--- src/rtl/retire_load_verifier.sv ---
module retire_load_verifier #(
  parameter int ADDR_W = 32,
  parameter int DATA_W = 64,
  parameter int AGE_W  = 7
) (
  input  logic              clk,
  input  logic              rst_n,
  input  logic              rec_valid,
  input  logic              rec_skip,
  input  logic [ADDR_W-1:0] rec_addr,
  input  logic [DATA_W-1:0] rec_value,
  input  logic [AGE_W-1:0]  rec_age,
  output logic              rec_ready,
  output logic              mem_req,
  output logic [ADDR_W-1:0] mem_addr,
  input  logic [DATA_W-1:0] mem_rdata,
  output logic              done_valid,
  output logic [AGE_W-1:0]  done_age,
  output logic [DATA_W-1:0] done_data,
  output logic              flush_valid,
  output logic [AGE_W-1:0]  flush_age,
  output logic [DATA_W-1:0] flush_data
);

  logic              busy;
  logic              take;
  logic              differs;
  logic [AGE_W-1:0]  held_age;
  logic [DATA_W-1:0] held_value;

  assign rec_ready = !busy && !flush_valid;
  assign take      = rec_valid && rec_ready;
  assign mem_req   = take && !rec_skip;
  assign mem_addr  = rec_addr;
  assign differs   = held_value != mem_rdata;

  always_ff @(posedge clk) begin
    if (!rst_n) begin
      busy        <= 1'b0;
      held_age    <= '0;
      held_value  <= '0;
      done_valid  <= 1'b0;
      done_age    <= '0;
      done_data   <= '0;
      flush_valid <= 1'b0;
      flush_age   <= '0;
      flush_data  <= '0;
    end else begin
      done_valid  <= 1'b0;
      flush_valid <= 1'b0;
      if (busy) begin
        busy <= 1'b0;
        if (differs) begin
          flush_valid <= 1'b1;
          flush_age   <= held_age;
          flush_data  <= mem_rdata;
        end else begin
          done_valid <= 1'b1;
          done_age   <= held_age;
          done_data  <= mem_rdata;
        end
      end else if (take) begin
        if (rec_skip) begin
          done_valid <= 1'b1;
          done_age   <= rec_age;
          done_data  <= rec_value;
        end else begin
          busy       <= 1'b1;
          held_age   <= rec_age;
          held_value <= rec_value;
        end
      end
    end
  end

endmodule


--- config.mk ---
export PLATFORM = sky130hd
export DESIGN_NAME = retire_load_verifier
export DESIGN_NICKNAME = d
export VERILOG_FILES = /design/src/rtl/retire_load_verifier.sv
export SDC_FILE = /design/constraint.sdc
export NUM_CORES = 1
export LEC_CHECK = 0
export BUFFER_PORTS_ARGS = -buffer_cell sky130_fd_sc_hd__buf_2
export CORE_MARGIN = 2
export CORE_UTILIZATION = 45
export DETAILED_ROUTE_END_ITERATION = 10
export PLACE_DENSITY = 0.73
export SYNTH_ARGS = -nofsm -noshare
export SYNTH_HDL_FRONTEND = slang
export SYNTH_SLANG_ARGS = --single-unit
--- constraint.sdc ---
create_clock -name clk -period 2.5 [get_ports clk]
set_clock_uncertainty 0.15 [all_clocks]
set_input_delay 0.25 -clock clk [delete_from_list [all_inputs] [get_ports clk]]
set_output_delay 0.25 -clock clk [all_outputs]
set_load 0.02 [all_outputs]
==> flow_summary.rst <==
.. list-table::
   :header-rows: 1

   * - Metric
     - Value
   * - Series of cell instances along the critical path
     - dlygate4sd3_1, buf_2, xnor2_1, nand4_1, nor4_2, nand4_1, buf_6, and2_4, clkbuf_16, mux2i_1
   * - Adder-cell area share of the yosys netlist
     - 0%
   * - Crit path largest cell delay
     - about 0.53 ns
   * - Most common cell after layout, fill and taps aside
     - sky130_fd_sc_hd__nand2_1
   * - Crit path kind
     - input pin to flip-flop
   * - Number of design-rule violations left by the first detailed-router iteration
     - 516
   * - Switch Pwr
     - roughly 2.2 mW
   * - Leakage power of the design
     - 6.54 nW
   * - Nets
     - between 1500 and 2000
   * - Fraction of the mapped netlist area in compound gates
     - 9.94%
   * - Top Ports
     - ~350
   * - Final routed wire length divided by cell count
     - around 19 um
   * - Core footprint
     - 21600 um^2
   * - CP Launch Type
     - input pin
   * - Maximum number of pins on one net before global-route repair
     - approximately 140
   * - Maximum VDD drop
     - approximately 0.4 mV
   * - Die outline area
     - ~23000 um^2
   * - Synthesis Warnings
     - 0
   * - Initial Util
     - a little under half
   * - Die width
     - 152 um
   * - RSZ-0062 raised after global routing
     - yes
   * - Count of clock tree sinks
     - roughly 220
   * - Height of the die
     - between 150 and 200 um
   * - Main combinational cell family by area after synthesis
     - multiplexers
   * - Number of antenna violations at the first check in global routing
     - 1
   * - Total iterations of the first detailed-routing run
     - 5
   * - Post-place instance area
     - about 11000 um^2
   * - Final cycle utilization of the critical path
     - between 90% and 100%
   * - Number of global-route vias before repair
     - around 9000
   * - Critical path endpoint category
     - flip-flop
   * - Internal power consumption
     - roughly 6.3 mW
   * - Area overhead of the layout relative to synthesis
     - 40.7%
   * - Mux contribution to synthesized area
     - between 20 and 25%
   * - Standard-cell row count
     - 54
   * - Min Clock Period, post-route
     - around 2.5 ns
   * - Top library cells by usage in the layout, fill and taps aside
     - sky130_fd_sc_hd__nand2_1 (284), sky130_fd_sc_hd__buf_2 (279), sky130_fd_sc_hd__dfxtp_1 (214)
   * - Arr. time, crit path
     - between 2 and 3 ns
   * - Critical-path maximum fanout
     - 9
   * - Nets in the synthesized netlist
     - around 1200
   * - Xor and xnor fraction of the mapped netlist area
     - between 5 and 6%
   * - Util after Layout
     - 64.0%
   * - Vias after detailed routing
     - 9252
   * - Synth top area share
     - 44.0%
   * - Total setup violations reported at the end of the flow
     - 0
   * - Flip-flop and latch count after synthesis
     - approximately 220
   * - Clock transition time at the flip-flop clock pins of the worst setup and hold paths
     - roughly 0.06 ns
   * - Total Routed Length
     - around 33000 um
   * - Largest cells by area after synthesis
     - sky130_fd_sc_hd__dfxtp_1 (44%), sky130_fd_sc_hd__mux2i_1 (22%), sky130_fd_sc_hd__nand2_1 (11%)
   * - Filler cell count
     - 1713
   * - Sequential Power Share
     - between 40% and 50%
   * - Worst slew pin tran
     - ~0.64 ns
   * - Global route total overflow
     - 0
   * - Post-place setup slack
     - ~0.047 ns
   * - H-tree depth reported by CTS
     - 1
   * - Required time at the endpoint of the critical path
     - 2.73 ns
   * - Syn avg cell area
     - between 9 and 10 um^2
   * - Unique masters post-synth
     - 18
   * - Buffers added on ports
     - approximately 280
   * - Max-slew violations
     - 0
   * - Net Sw Frac
     - approximately a quarter
   * - Routed via count divided by cell count
     - between 5 and 6
   * - Placed cell count
     - 1541
   * - Portion of total power attributed to the clock network
     - slightly above 40%
   * - Register cell area after layout
     - roughly 4300 um^2
   * - Most prevalent standard cell on the critical path
     - sky130_fd_sc_hd__nand4_1
   * - Final Hold Vio Count
     - 0
   * - Insertion delay of the later-clocked pin in the worst-skew pair
     - about 0.50 ns
   * - Final setup slack of the worst path
     - about 0.037 ns
   * - Status
     - completed
   * - Final ANT Viol Nets
     - 0
   * - Synthesized area
     - 9830 um^2
   * - Post-route cell area
     - 13800 um^2
   * - Path category of the worst min-delay check
     - input pin to flip-flop
   * - Footprint of the multi-input gates
     - 5130 um^2
   * - Max-cap check violation count
     - 0
   * - Cell with the biggest individual delay on the critical path
     - sky130_fd_sc_hd__dlygate4sd3_1
   * - Root buf cell
     - sky130_fd_sc_hd__clkbuf_16
   * - Worst Hold Slack
     - approximately 0.055 ns
   * - Leading area contributor after synthesis
     - sky130_fd_sc_hd__dfxtp_1
   * - Part of the total power dissipated in combinational logic
     - 16.0%
   * - Number of DRC violations after detailed routing
     - 0
   * - First-pass GRT wire length
     - roughly 50000 um
   * - TritonCTS clock tree
     - yes
   * - Post-detail-place hpwl
     - roughly 20000 um
   * - Fraction of the yosys area taken by sequential cells
     - between 40% and 50%
   * - Worst path top cell family by delay
     - buffers and inverters
   * - Post-synthesis instance total
     - ~1100
   * - Final instance count without filler cells
     - between 1500 and 2000
   * - Fmax
     - just over 0.4 GHz
   * - Critical path buffers and inverters
     - 4
   * - Max Buffers Root-to-Sink
     - 3
   * - Global router's overall resource usage
     - a little over a quarter
   * - Total power density per cell area
     - between 600 and 700 nW/um^2
   * - Last weighted congestion value of the routability-driven placer
     - around 0.79
   * - Proportion of layout cells with a drive suffix above 1
     - approximately a quarter
   * - Simple-gate share of the synthesized area
     - between 10% and 20%
   * - TritonCTS buffer count
     - 23
   * - Max-slew headroom
     - 57.3%
==> worst paths after layout <==
kind / endpoint / start / cells after the start / slack, ns
setup reg to reg: flush_data[13] / held_value[55] / 10 / 0.10
setup / recovery: flush_data[13] / mem_rdata[51] / 10 / 0.04
hold reg to reg: flush_age[0] / flush_age[0] / 2 / 0.30
hold / removal: flush_data[5] / mem_rdata[5] / 3 / 0.06
==> sequential cells by signal, summed over array words and instances, names as in the netlist <==
name / count
flush_age: 7
done_data: 64
done_valid: 1
held_value: 64
busy: 1
done_age: 7
flush_valid: 1
flush_data: 64
held_age: 7
==> area by class of cell <==
type                            count  area share, %
Antenna cell                        1         0.0181
Clock buffer                       33           4.79
Clock inverter                      7          0.660
Inverter                            1         0.0271
Multi-Input combinational cell    735           37.1
Sequential cell                   216           31.3
Tap cell                          280           2.53
Timing Repair Buffer              449           23.6
==> cells by family (layout without fill, tap and decap cells) <==
logic type      count (synthesis)  after routing
compound gates                142            142
xor+xnor                       64             64
buf+inv                       111            490
flops                         216            216
mux                           214            214
other cells                     0              1
simple gates                  314            315
==> Yosys cell counts <==
master and count:
sky130_fd_sc_hd__mux2i_1 214, sky130_fd_sc_hd__nand2_1 285, sky130_fd_sc_hd__nand4_1 17, sky130_fd_sc_hd__nand3b_1 2, sky130_fd_sc_hd__nor2b_1 1, sky130_fd_sc_hd__nand2b_1 1, sky130_fd_sc_hd__a21boi_0 71, sky130_fd_sc_hd__o22ai_1 71
sky130_fd_sc_hd__dfxtp_1 216, sky130_fd_sc_hd__and2_1 3, sky130_fd_sc_hd__buf_2 9, sky130_fd_sc_hd__nor2_1 1, sky130_fd_sc_hd__buf_4 40, sky130_fd_sc_hd__nor4_1 4, sky130_fd_sc_hd__clkbuf_1 51, sky130_fd_sc_hd__buf_1 10
sky130_fd_sc_hd__inv_2 1, sky130_fd_sc_hd__xnor2_1 64
==> tightest hold or removal path: cells and delay by family <==
| family | cells | cell delay, ns |
|---|---|---|
| buffers and inverters | 1 | 0.28 |
| AND/OR/NAND/NOR | 1 | 0.07 |
| multiplexers | 1 | 0.06 |
==> through the flow <==
step                TNS, ns  power [mW]
floorplan                 0        4.47
global placement          0        4.87
detailed placement        0        4.89
CTS                       0        8.48
global route          -1.35        8.81
finish                    0        8.50
==> power groups by stage <==
stage | Sequential (mW) | Clock [mW] | Combinational (mW)
floorplan | 3.88 | 0 | 0.594
global placement | 3.76 | 0 | 1.11
detailed placement | 3.77 | 0 | 1.12
CTS | 3.70 | 3.49 | 1.29
global route | 3.72 | 3.64 | 1.45
finish | 3.70 | 3.44 | 1.36
==> timing repair <==
action,4_1_cts,5_1_grt
hold buffers,135,0
gates resized for setup,0,36
endpoints found under the hold margin,206,0
setup endpoints to repair,0,142
buffers inserted,0,1
==> per-layer routing <==
layer	wire [um]	track usage, %	up-vias
met5	0	0	-
li1	-	-	4329
met2	16500	45.3	401
met1	13200	32.3	4420
met3	2050	4.56	102
met4	1270	11.2	0
Note: power is estimated with default switching activity, not from simulation.
